$ cat src/rtl/regslave_pkg.sv
package regslave_pkg;
  // bit positions of the synchronised, active-high control flags
  localparam int CTL_CS = 2;
  localparam int CTL_RE = 1;
  localparam int CTL_WE = 0;
  localparam int CTL_W  = 3;

  // one-cycle commands from control to datapath
  typedef struct packed {
    logic wrCommit;  // first cycle a synchronised write is seen
    logic rdLaunch;  // first cycle a synchronised read is seen
    logic rdHold;    // read in progress, output may be driven
  } slaveStrobes_t;
endpackage

$ cat src/rtl/slave_ctrl.sv
module slave_ctrl
  import regslave_pkg::*;
#(
  parameter int SYNC_STAGES = 2
) (
  input  logic          clk,
  input  logic          rstN,
  input  logic          busCsN,
  input  logic          busReN,
  input  logic          busWeN,
  output slaveStrobes_t strobes
);
  logic [CTL_W-1:0] syncQ [SYNC_STAGES];
  logic [CTL_W-1:0] ctlSync;
  logic wrAct, rdAct, wrActQ, rdActQ;

  always_ff @(posedge clk or negedge rstN) begin
    if (!rstN) begin
      for (int s = 0; s < SYNC_STAGES; s++) syncQ[s] <= '0;
    end else begin
      syncQ[0] <= {~busCsN, ~busReN, ~busWeN};
      for (int s = 1; s < SYNC_STAGES; s++) syncQ[s] <= syncQ[s-1];
    end
  end

  assign ctlSync = syncQ[SYNC_STAGES-1];
  assign wrAct   = ctlSync[CTL_CS] & ctlSync[CTL_WE];
  assign rdAct   = ctlSync[CTL_CS] & ctlSync[CTL_RE] & ~ctlSync[CTL_WE];

  always_ff @(posedge clk or negedge rstN) begin
    if (!rstN) begin
      wrActQ <= 1'b0;
      rdActQ <= 1'b0;
    end else begin
      wrActQ <= wrAct;
      rdActQ <= rdAct;
    end
  end

  assign strobes.wrCommit = wrAct & ~wrActQ;
  assign strobes.rdLaunch = rdAct & ~rdActQ;
  assign strobes.rdHold   = rdActQ;
endmodule

$ cat src/rtl/slave_dpath.sv
module slave_dpath
  import regslave_pkg::*;
#(
  parameter int DATA_W      = 16,
  parameter int NUM_REGS    = 8,
  parameter int ADDR_W      = 4,
  parameter int SYNC_STAGES = 2
) (
  input  logic                       clk,
  input  logic                       rstN,
  input  slaveStrobes_t              strobes,
  input  logic [ADDR_W-1:0]          busAddr,
  input  logic [DATA_W-1:0]          busDataIn,
  output logic [DATA_W-1:0]          rdDataOut,
  output logic [NUM_REGS*DATA_W-1:0] regFlat
);
  logic [ADDR_W-1:0] addrPipe [SYNC_STAGES];
  logic [DATA_W-1:0] dataPipe [SYNC_STAGES];
  logic [ADDR_W-1:0] addrAl;
  logic [DATA_W-1:0] dataAl;
  logic [DATA_W-1:0] regQ [NUM_REGS];
  logic [DATA_W-1:0] rdMux, rdDataQ;

  // delay address and data exactly as far as the strobes
  always_ff @(posedge clk or negedge rstN) begin
    if (!rstN) begin
      for (int s = 0; s < SYNC_STAGES; s++) begin
        addrPipe[s] <= '0;
        dataPipe[s] <= '0;
      end
    end else begin
      addrPipe[0] <= busAddr;
      dataPipe[0] <= busDataIn;
      for (int s = 1; s < SYNC_STAGES; s++) begin
        addrPipe[s] <= addrPipe[s-1];
        dataPipe[s] <= dataPipe[s-1];
      end
    end
  end

  assign addrAl = addrPipe[SYNC_STAGES-1];
  assign dataAl = dataPipe[SYNC_STAGES-1];

  for (genvar g = 0; g < NUM_REGS; g++) begin : gRegs
    always_ff @(posedge clk or negedge rstN) begin
      if (!rstN)
        regQ[g] <= '0;
      else if (strobes.wrCommit && addrAl == ADDR_W'(g))
        regQ[g] <= dataAl;
    end
    assign regFlat[g*DATA_W +: DATA_W] = regQ[g];
  end

  always_comb begin
    rdMux = '0;
    for (int i = 0; i < NUM_REGS; i++)
      if (addrAl == ADDR_W'(i)) rdMux = regQ[i];
  end

  always_ff @(posedge clk or negedge rstN) begin
    if (!rstN)                 rdDataQ <= '0;
    else if (strobes.rdLaunch) rdDataQ <= rdMux;
  end

  assign rdDataOut = rdDataQ;
endmodule

$ cat src/rtl/regslave_top.sv
module regslave_top
  import regslave_pkg::*;
#(
  parameter int DATA_W   = 16,
  parameter int NUM_REGS = 8,
  parameter int ADDR_W   = 4
) (
  input  logic                       clk,
  input  logic                       rstN,
  input  logic                       busCsN,
  input  logic                       busReN,
  input  logic                       busWeN,
  input  logic [ADDR_W-1:0]          busAddr,
  input  logic [DATA_W-1:0]          busDataIn,
  output logic [DATA_W-1:0]          busDataOut,
  output logic                       busDataOe,
  output logic [NUM_REGS*DATA_W-1:0] regOut
);
  localparam int SYNC_STAGES = 2;

  slaveStrobes_t strobes;

  slave_ctrl #(.SYNC_STAGES(SYNC_STAGES)) uCtrl (
    .clk(clk), .rstN(rstN),
    .busCsN(busCsN), .busReN(busReN), .busWeN(busWeN),
    .strobes(strobes)
  );

  slave_dpath #(
    .DATA_W(DATA_W), .NUM_REGS(NUM_REGS),
    .ADDR_W(ADDR_W), .SYNC_STAGES(SYNC_STAGES)
  ) uDpath (
    .clk(clk), .rstN(rstN), .strobes(strobes),
    .busAddr(busAddr), .busDataIn(busDataIn),
    .rdDataOut(busDataOut), .regFlat(regOut)
  );

  // the drive enable is cut directly by the raw strobes, so release is immediate
  assign busDataOe = strobes.rdHold & ~busCsN & ~busReN;
endmodule

$ cat config.mk
export PLATFORM = sky130hd
export DESIGN_NAME = regslave_top
export DESIGN_NICKNAME = d
export VERILOG_FILES = /design/src/rtl/regslave_pkg.sv /design/src/rtl/slave_ctrl.sv /design/src/rtl/slave_dpath.sv /design/src/rtl/regslave_top.sv
export SDC_FILE = /design/constraint.sdc
export NUM_CORES = 1
export LEC_CHECK = 0
export ABC_CLOCK_PERIOD_IN_PS = 2850
export BUFFER_PORTS_ARGS = -buffer_cell sky130_fd_sc_hd__buf_2
export CORE_ASPECT_RATIO = 1.25
export CORE_MARGIN = 1.5
export CORE_UTILIZATION = 25
export CTS_CLUSTER_SIZE = 8
export DETAILED_ROUTE_END_ITERATION = 12
export GPL_ROUTABILITY_DRIVEN = 0
export PLACE_DENSITY_LB_ADDON = 0.15
export SLEW_MARGIN = 5
export SYNTH_ARGS = -nofsm -noshare
export SYNTH_HDL_FRONTEND = slang
export SYNTH_SLANG_ARGS = --single-unit
$ cat constraint.sdc
create_clock -name clk -period 2.85 [get_ports clk]
set_clock_uncertainty 0.15 [all_clocks]
set_input_delay 0.57 -clock clk [delete_from_list [all_inputs] [get_ports clk]]
set_output_delay 0.57 -clock clk [all_outputs]
set_load 0.05 [all_outputs]
# Word-level counts from Yosys, hierarchy flattened

Index checks and enable logic that the tools add are counted.

Memories kept: 0
Bits in latches: 0
Memory bits (writable): 0
Bits in registers: 192
Logic and storage cells: 54
Bits in read-only memories: 0
Bits of input ports: 25
Output and inout bits: 145

Add/sub/neg operators: 0
Multiply operators: 0
Magnitude comparators: 0
Mux-type cells: 8
Shift operators: 0
Bitwise logic cells: 13
Divide/modulo/power cells: 0
Reductions and logical operators: 9
Eq/ne operators: 7

Operator list:

| operator             | count |
|---|---|
| $mux W16             | 8 |
| $eq A4 B3 Y1 const B | 4 |
| $eq A4 B2 Y1 const B | 2 |
| $logic_and A1 B1 Y1  | 8 |
| $and A1 B1 Y1        | 7 |
| $not A1 Y1           | 6 |
| $eq A4 B1 Y1 const B | 1 |
| $logic_not A4 Y1     | 1 |

# Longest topological paths before layout

Gate-level depths: netlist of the first run.

Word-level depth: 9
Gate-level depth with buffers: 7
Gate-level depth less buffers: 4

# Cells and area by module

Synthesis of the first run repeated with hierarchy kept, for this count alone.

Cells, all modules: 596
Area total of the unflattened synthesis: 7966.4 µm²

Modules (own cells, without submodules):

| module       | cells an instance | times used | seq. area each (µm²) | area an instance (µm²) |
|---|---|---|---|---|
| slave_dpath  | 579               | 1          | 4604.4               | 7694.9 |
| slave_ctrl   | 16                | 1          | 200.2                | 259.0 |
| regslave_top | 1                 | 1          | 0.0                  | 12.5 |

# Worst setup path before layout of the first run

No wires, ideal clock.

Path kind: register to register
From: register uDpath.addrPipe, in the netlist uDpath.addrAl[3]
To: register uDpath.regQ, in the netlist uDpath.regFlat[85]
Data required time: 2.572 ns
Arrival time: 1.864 ns
Clock period less this slack: 2.141 ns
Stages on the path, launching flop included: 7
Slack: 0.709 ns
Cells stage by stage: dfrtp_1 > nand2b_1 > or3_1 > buf_2 > nor3b_4 > buf_4 > mux2_1

Word-level cells in the longest chain between the ends: 2

RTL lines:

| element                           | RTL line          | source |
|---|---|---|
| from (decl)                       | slave_dpath.sv:17 | `logic [ADDR_W-1:0] addrPipe [SYNC_STAGES];` |
| from (signal, indexed assignment) | slave_dpath.sv:35 | `addrPipe[s] <= addrPipe[s-1];` |
| $eq A4 B3 Y1                      | slave_dpath.sv:48 | `else if (strobes.wrCommit && addrAl == ADDR_W'(g))` |
| $logic_and A1 B1 Y1               | slave_dpath.sv:48 |  |
| to (signal, indexed assignment)   | slave_dpath.sv:49 | `regQ[g] <= dataAl;` |
| to (decl)                         | slave_dpath.sv:21 | `logic [DATA_W-1:0] regQ [NUM_REGS];` |

Every way passes these cells.
A chain may end at the register's enable or synchronous reset.

# Worst setup path in the final report of the first run

From: register uDpath.addrPipe, in the netlist uDpath.addrAl[3]
To: register uDpath.regQ, in the netlist uDpath.regFlat[100]

The elaborated chain is that of the path after synthesis.

==> summary.md, run 1 <==
| Metric | Value |
|---|---|
| Post-Synth Simple-Gate Area | 0.0316 |
| Chip width | 159 um |
| Vias post-DR | 5,052 |
| MaxCap Viol Count | 0 |
| Critical path type | reg -> reg |
| Final-stage net count | 728 |
| Critical path fanouts, max | 10 |
| Largest net degree at the start of global routing | 76 |
| Share of layout cells above drive strength 1 | 0.479 |
| Clk sink count | 192 |
| Post-route minimum period | 2.42 ns |
| Clk slew on worst S/H paths | 0.07 ns |
| Most common cell in the synthesized netlist | dfrtp_1 |
| Yosys warning total | 0 |
| Die Area | 31,700 um2 |
| DP HPWL | 16.5 mm |
| Leakage Power | 4.80 nW |
| Post-CTS Setup Inserts | 0 |
| Clk_lat worst skew | 0.44 ns |
| I/O Pins | 170 |
| Highest clock rate | 414 MHz |
| Die Span Y | 199 um |
| Inserted Diodes | 0 |
| Crit share post-route | 0.849 |
| Share of the synthesized area in the top cell type | 0.628 |
| Top FF cell, synth | dfrtp_1 |
| Startpoint types | register |
| Mux cell area share after synthesis | 0.252 |
| Arr. time, crit path | 2.59 ns |
| Synth area leaders | dfrtp_1, mux2_2, mux2i_1 |
| Final std cells w/o fill | 1,117 |
| Initial Util | 0.254 |
| Hold Crit Class | in -> async |
| Yosys cell types | 34 |
| Routed WL | 23.6 mm |
| Cell Pwr Density | 850 nW/um2 |
| Peak supply drop | 0.000397 V |
| Mapped Nets | 549 |
| H-tree depth | 4 |
| Status | finished, violations left |
| Slew @ Worst Pin | 0.984 ns |
| CTS resizes | 0 |
| RR Startpoint | uDpath.addrAl[3]$_DFF_PN0_ |
| Slew HR | 0.344 |
| Fraction of the mapped netlist area in adder cells | 0 |
| Area delta synth->final | 26.9% |
| Placed cell count | 1,085 |
| Initial drt markers | 140 |
| Routed Antenna Nets | 0 |
| Avg WL per Cell | 21.2 um |
| CTS root buffer | clkbuf_16 |
| Seq/Total Area, Yosys | 0.628 |
| Largest family of logic cells by synthesized area | multiplexers |
| Hold WS | -0.0169 ns |
| IO Port Bufs | 169 |
| Number of fill cells in the layout | 3,025 |
| Post-synth top cells | dfrtp_1, mux2_2, mux2i_1 |
| Row count | 71 |
| Setup tns final | 0 ns |
| Critical Path Source | uDpath.addrAl[3]$_DFF_PN0_ |
| RSZ-0062 raised after global routing | no |
| Post-Synth XOR/XNOR Area | 0 |
| Worst Path Required | 3.02 ns |
| Num CTS Buffers | 17 |
| Pre-antenna DRT Iters | 4 |
| Synthesized flop and latch total | 192 |
| Post-synth top area cell | dfrtp_1 |
| Final hold violation count | 9 |
| Post-DR vias/cell | 4.52 |
| Initial antenna violation count | 0 |
| Cells after Synth | 524 |
| Final-report max-slew violation count | 0 |
| First-pass GRT wire length | 35.2 mm |
| Syn Area/Cell | 14.6 um2 |
| Core area | 30,100 um2 |
| EDFF count, synth | 0 |
| # DRC | 0 |
| Mapped cell area | 7650 um2 |
| Violated checks | negative hold slack |
| Vias in the first global route | 5,527 |
| Crit end category | register |
| CTS Hold Bufs | 0 |
| Grt ovf | 0 |
| Complex-gate fraction of the synthesized area | 0.0657 |
| CTS max path bufs | 2 |
| GRT Total Usage | 0.153 |
| Final Setup Violations | 0 |
| Synth async-reset ratio | 1.00 |
| CTS tree | built |
[registers in the layout, indices dropped and copies added, names as in the netlist]
name and cells:
uDpath.regFlat 128, uDpath.dataAl 16, uDpath.dataPipe 16, uDpath.rdDataOut 16, uDpath.addrAl 4, uDpath.addrPipe 4, uCtrl.ctlSync 3, uCtrl.syncQ 3
uCtrl.rdActQ 1, uCtrl.wrActQ 1
[kinds of logic (layout without fill, tap and decap cells)]
family / count (synthesis) / in the layout
simple gates: 44 / 44
buf+inv: 38 / 230
compound gates: 76 / 76
mux: 174 / 174
flops: 192 / 192
[cell usage in the layout (no fill, tap or decap), types with 2 or more instances in the layout]
| cell type | n |
|---|---|
| dfrtp_1 | 189 |
| buf_2 | 168 |
| mux2_2 | 109 |
| mux2i_1 | 43 |
| nand2_1 | 20 |
| mux2_1 | 20 |
| buf_4 | 19 |
| clkbuf_16 | 17 |
| a21oi_1 | 15 |
| o22ai_1 | 14 |
| a211oi_1 | 14 |
| a311oi_1 | 14 |
| o21ai_0 | 14 |
| inv_1 | 6 |
| nor2_1 | 5 |
| clkbuf_8 | 4 |
| buf_12 | 4 |
| nand2b_1 | 3 |
| nor2_2 | 3 |
| inv_6 | 3 |
| bufinv_16 | 3 |
| nand3b_1 | 2 |
| or3_1 | 2 |
| nor3b_4 | 2 |
| a221o_1 | 2 |
| mux4_2 | 2 |
| clkbuf_1 | 2 |
| clkinvlp_4 | 2 |
| clkinv_4 | 2 |
| dfrtp_2 | 2 |
[power by group]
group | leakage, nW | internal [W] | switching [W]
Combinational | 2.06 | 0.000596 | 0.00171
Clock | 0.298 | 0.00146 | 0.00106
Sequential | 2.44 | 0.00310 | 0.000327
Total | 4.80 | 0.00516 | 0.00309
[worst max-delay path: stages, from the launching register on]
cell	delay, ns
dfrtp_1	0.43
nand2b_1	0.19
or3_1	0.46
nor3b_4	0.52
buf_12	0.21
mux2_2	0.34
[layout make-up]
type / count / area (um2) / area share
Multi-Input combinational cell: 294 / 2680 / 0.275
Clock inverter: 10 / 149 / 0.0153
Timing Repair Buffer: 192 / 1080 / 0.111
Inverter: 6 / 22.5 / 0.00232
Clock buffer: 22 / 474 / 0.0488
Tap cell: 401 / 502 / 0.0517
Sequential cell: 192 / 4810 / 0.495
[final timing paths]
check / to / slack, ns / depth (start not counted)
worst max-delay path: uDpath.regFlat[100]$_DFFE_PN0P_ / 0.43 / 5
worst min-delay path: uCtrl.syncQ[3]$_DFF_PN0_ / -0.02 / 1
worst max register to register: uDpath.regFlat[100]$_DFFE_PN0P_ / 0.43 / 5
worst min register to register: uDpath.dataAl[0]$_DFF_PN0_ / 0.19 / 0
max in group asynchronous: uDpath.dataPipe[16]$_DFF_PN0_ / 1.77 / 2
min in group clk: uDpath.dataPipe[29]$_DFF_PN0_ / 0.08 / 1
[metrics by stage]
stage / instance area (um2) / power, W / worst slack [ns] / utilization / hold WS (ns)
3_5_place_dp: 9090 / 0.00581 / 0.385 / 0.302 / 0.186
4_1_cts: 9710 / 0.00838 / 0.369 / 0.322 / 0.0141
2_1_floorplan: 7650 / 0.00508 / 0.709 / - / 0.124
6_report: 9710 / 0.00825 / 0.432 / 0.322 / -0.0169
5_1_grt: 9710 / 0.00863 / 0.305 / 0.322 / 0.0243
3_3_place_gp: 9090 / 0.00578 / 0.457 / 0.302 / 0.182
[metal layers]
layer | track usage | share of wire | vias to the layer above | wire length (um)
met5 | 0 | 0 | - | 0
met4 | 0.0552 | 0.018 | 0 | 432
met3 | 0.0423 | 0.050 | 27 | 1190
met2 | 0.257 | 0.50 | 128 | 11800
met1 | 0.189 | 0.43 | 2626 | 10200
li1 | - | - | 2271 | -
Note: power is estimated with default switching activity, not from simulation.
==> inputs of run 2 (changes only) <==
Settings changed: ABC_CLOCK_PERIOD_IN_PS 2850 to 2000.
Clock period 2.85 ns to 2 ns, I/O delays scaled along.
==> summary.md, run 2 (synthesized netlist as in run 1, its figures left out) <==
| Metric | Value |
|---|---|
| GRT Total Usage | 0.160 (+0.00691) |
| DP HPWL | 17.5 mm (+6.4%) |
| Slew @ Worst Pin | 0.586 ns (-0.398 ns) |
| Chip width | 159 um (unchanged) |
| IO Port Bufs | 169 (unchanged) |
| Cell Pwr Density | 1140 nW/um2 (+35%) |
| Clk slew on worst S/H paths | 0.07 ns (about the same) |
| Setup tns final | -0.344 ns (-0.344 ns) |
| Final Setup Violations | 16 (+16) |
| Met1 WL | 10.6 mm (+3.5%) |
| Dpl ws | -0.0859 ns (-0.471 ns) |
| Post-DR vias/cell | 4.51 (-0.29%) |
| I/O Pins | 170 (unchanged) |
| Crit-path max cell delay | 0.42 ns (-0.10 ns) |
| Grt ovf | 0 (unchanged) |
| Share of layout cells above drive strength 1 | 0.514 (+0.0353) |
| Final-stage net count | 778 (+6.9%) |
| Cell Area, Placed | 9320 um2 (+2.6%) |
| CTS max path bufs | 2 (unchanged) |
| Status | finished, violations left |
| Num CTS Buffers | 17 (unchanged) |
| Final hold violation count | 0 (-9) |
| H-tree depth | 4 (unchanged) |
| Initial drt markers | 266 (+90%) |
| Leakage Power | 5.11 nW (+6.5%) |
| CTS tree | built |
| Routed WL | 25.0 mm (+5.8%) |
| Die Span Y | 199 um (unchanged) |
| Vias in the first global route | 5,808 (+5.1%) |
| MaxCap Viol Count | 0 (unchanged) |
| Row count | 71 (unchanged) |
| Initial Util | 0.254 (unchanged) |
| Pre-antenna DRT Iters | 4 (unchanged) |
| Hold Crit Class | reg -> reg |
| Finished Cell Area | 10,400 um2 (+6.9%) |
| Routed Antenna Nets | 0 (unchanged) |
| Largest net degree at the start of global routing | 55 (-28%) |
| Clk sink count | 192 (unchanged) |
| Highest clock rate | 491 MHz (+19%) |
| Max reg flops | 128 (unchanged) |
| Post-route minimum period | 2.04 ns (-0.383 ns) |
| Violated checks | negative setup slack |
| Most common cell after layout, fill and taps aside | dfrtp_1 |
| Crit end category | register |
| Slew HR | 0.608 (+0.264) |
| First-pass GRT wire length | 37.1 mm (+5.3%) |
| Inserted Diodes | 0 (unchanged) |
| Worst Path Required | 2.18 ns (-0.84 ns) |
| Peak supply drop | 0.000415 V (+4.5%) |
| Avg WL per Cell | 21.4 um (+1.3%) |
| RSZ-0062 raised after global routing | yes |
| Most frequent cells in the layout | dfrtp_1, buf_2, mux2_2, mux2i_1, buf_4 |
| Met3 WL post-DR | 995 um (-16%) |
| Arr. time, crit path | 2.21 ns (-0.38 ns) |
| Final cell utilization of the core | 0.345 (+0.0221) |
| Worst setup slack after layout | -0.0352 ns (-0.467 ns) |
| Critical path type | reg -> reg |
| CTS root buffer | clkbuf_16 |
| Tot Pwr | 0.0119 W (+44%) |
| WL met2 | 12.9 mm (+9.2%) |
| Vias post-DR | 5,263 (+4.2%) |
| Critical path fanouts, max | 5 (-5) |
| Crit share post-route | 1.02 (+0.169) |
| Die Area | 31,700 um2 (unchanged) |
| Critical-path cell list | nand2b_4 > or3_4 > nor3b_4 > buf_6 > clkbuf_16 > mux2_4 |
| CP max-delay cell | or3_4 |
| Area delta synth->final | 35.6% |
| Initial antenna violation count | 0 (unchanged) |
| Final-report max-slew violation count | 0 (unchanged) |
| Startpoint types | register |
| Core area | 30,100 um2 (unchanged) |
| Clk_lat worst skew | 0.44 ns (about the same) |
| # DRC | 0 (unchanged) |
| Top sig layer | met4 |
==> run 2: area by class of cell <==
type,instances,area [um2]
Clock buffer,19,453
Clock inverter,13,151
Fill cell,2978,19700
Inverter,6,22.5
Multi-Input combinational cell,294,2830
Sequential cell,192,4810
Tap cell,401,502
Timing Repair Buffer,242,1610
==> run 2: what timing repair did <==
item,4_1_cts,5_1_grt
pin swaps,1,3
setup endpoints to repair,110,34
hold endpoints to repair,67,0
gates resized for setup,4,36
gates cloned,0,1
hold buffers,24,0
setup buffers,0,3
==> run 2: per-layer routing <==
layer	up-vias	track usage
met3	30	0.0367
met2	147	0.281
met1	2710	0.192
met4	0	0.0590
li1	2376	-
met5	-	0
==> run 2: path summary, 6_finish.rpt <==
kind	start	endpoint	slack [ns]	depth (start not counted)
min in group asynchronous	rstN	uDpath.dataAl[11]$_DFF_PN0_	0.32	2
min reg2reg	uDpath.dataPipe[28]$_DFF_PN0_	uDpath.dataAl[12]$_DFF_PN0_	0.20	0
max in group asynchronous	rstN	uDpath.regFlat[33]$_DFFE_PN0P_	0.66	3
max reg2reg	uDpath.addrAl[3]$_DFF_PN0_	uDpath.regFlat[101]$_DFFE_PN0P_	-0.04	6
min	uDpath.dataPipe[28]$_DFF_PN0_	uDpath.dataAl[12]$_DFF_PN0_	0.20	0
max	uDpath.addrAl[3]$_DFF_PN0_	uDpath.regFlat[101]$_DFFE_PN0P_	-0.04	6
==> run 2: worst max-delay path, delay by kind of cell (launching register included) <==
family | cells | cell delay (ns)
buffers and inverters | 2 | 0.32
flip-flops | 1 | 0.38
multiplexers | 1 | 0.29
AND/OR/NAND/NOR | 3 | 0.78
==> run 2: where the power goes <==
group | internal [W] | switching [W]
Clock | 0.00194 | 0.00160
Sequential | 0.00442 | 0.000485
Combinational | 0.000987 | 0.00245
Total | 0.00734 | 0.00453
==> run 2: through the flow <==
stage,instances,hold slack [ns]
floorplan,524,-0.0456
global placement,1107,0.183
detailed placement,1107,0.185
CTS,1163,0.195
global route,1167,0.209
finish,1167,0.200
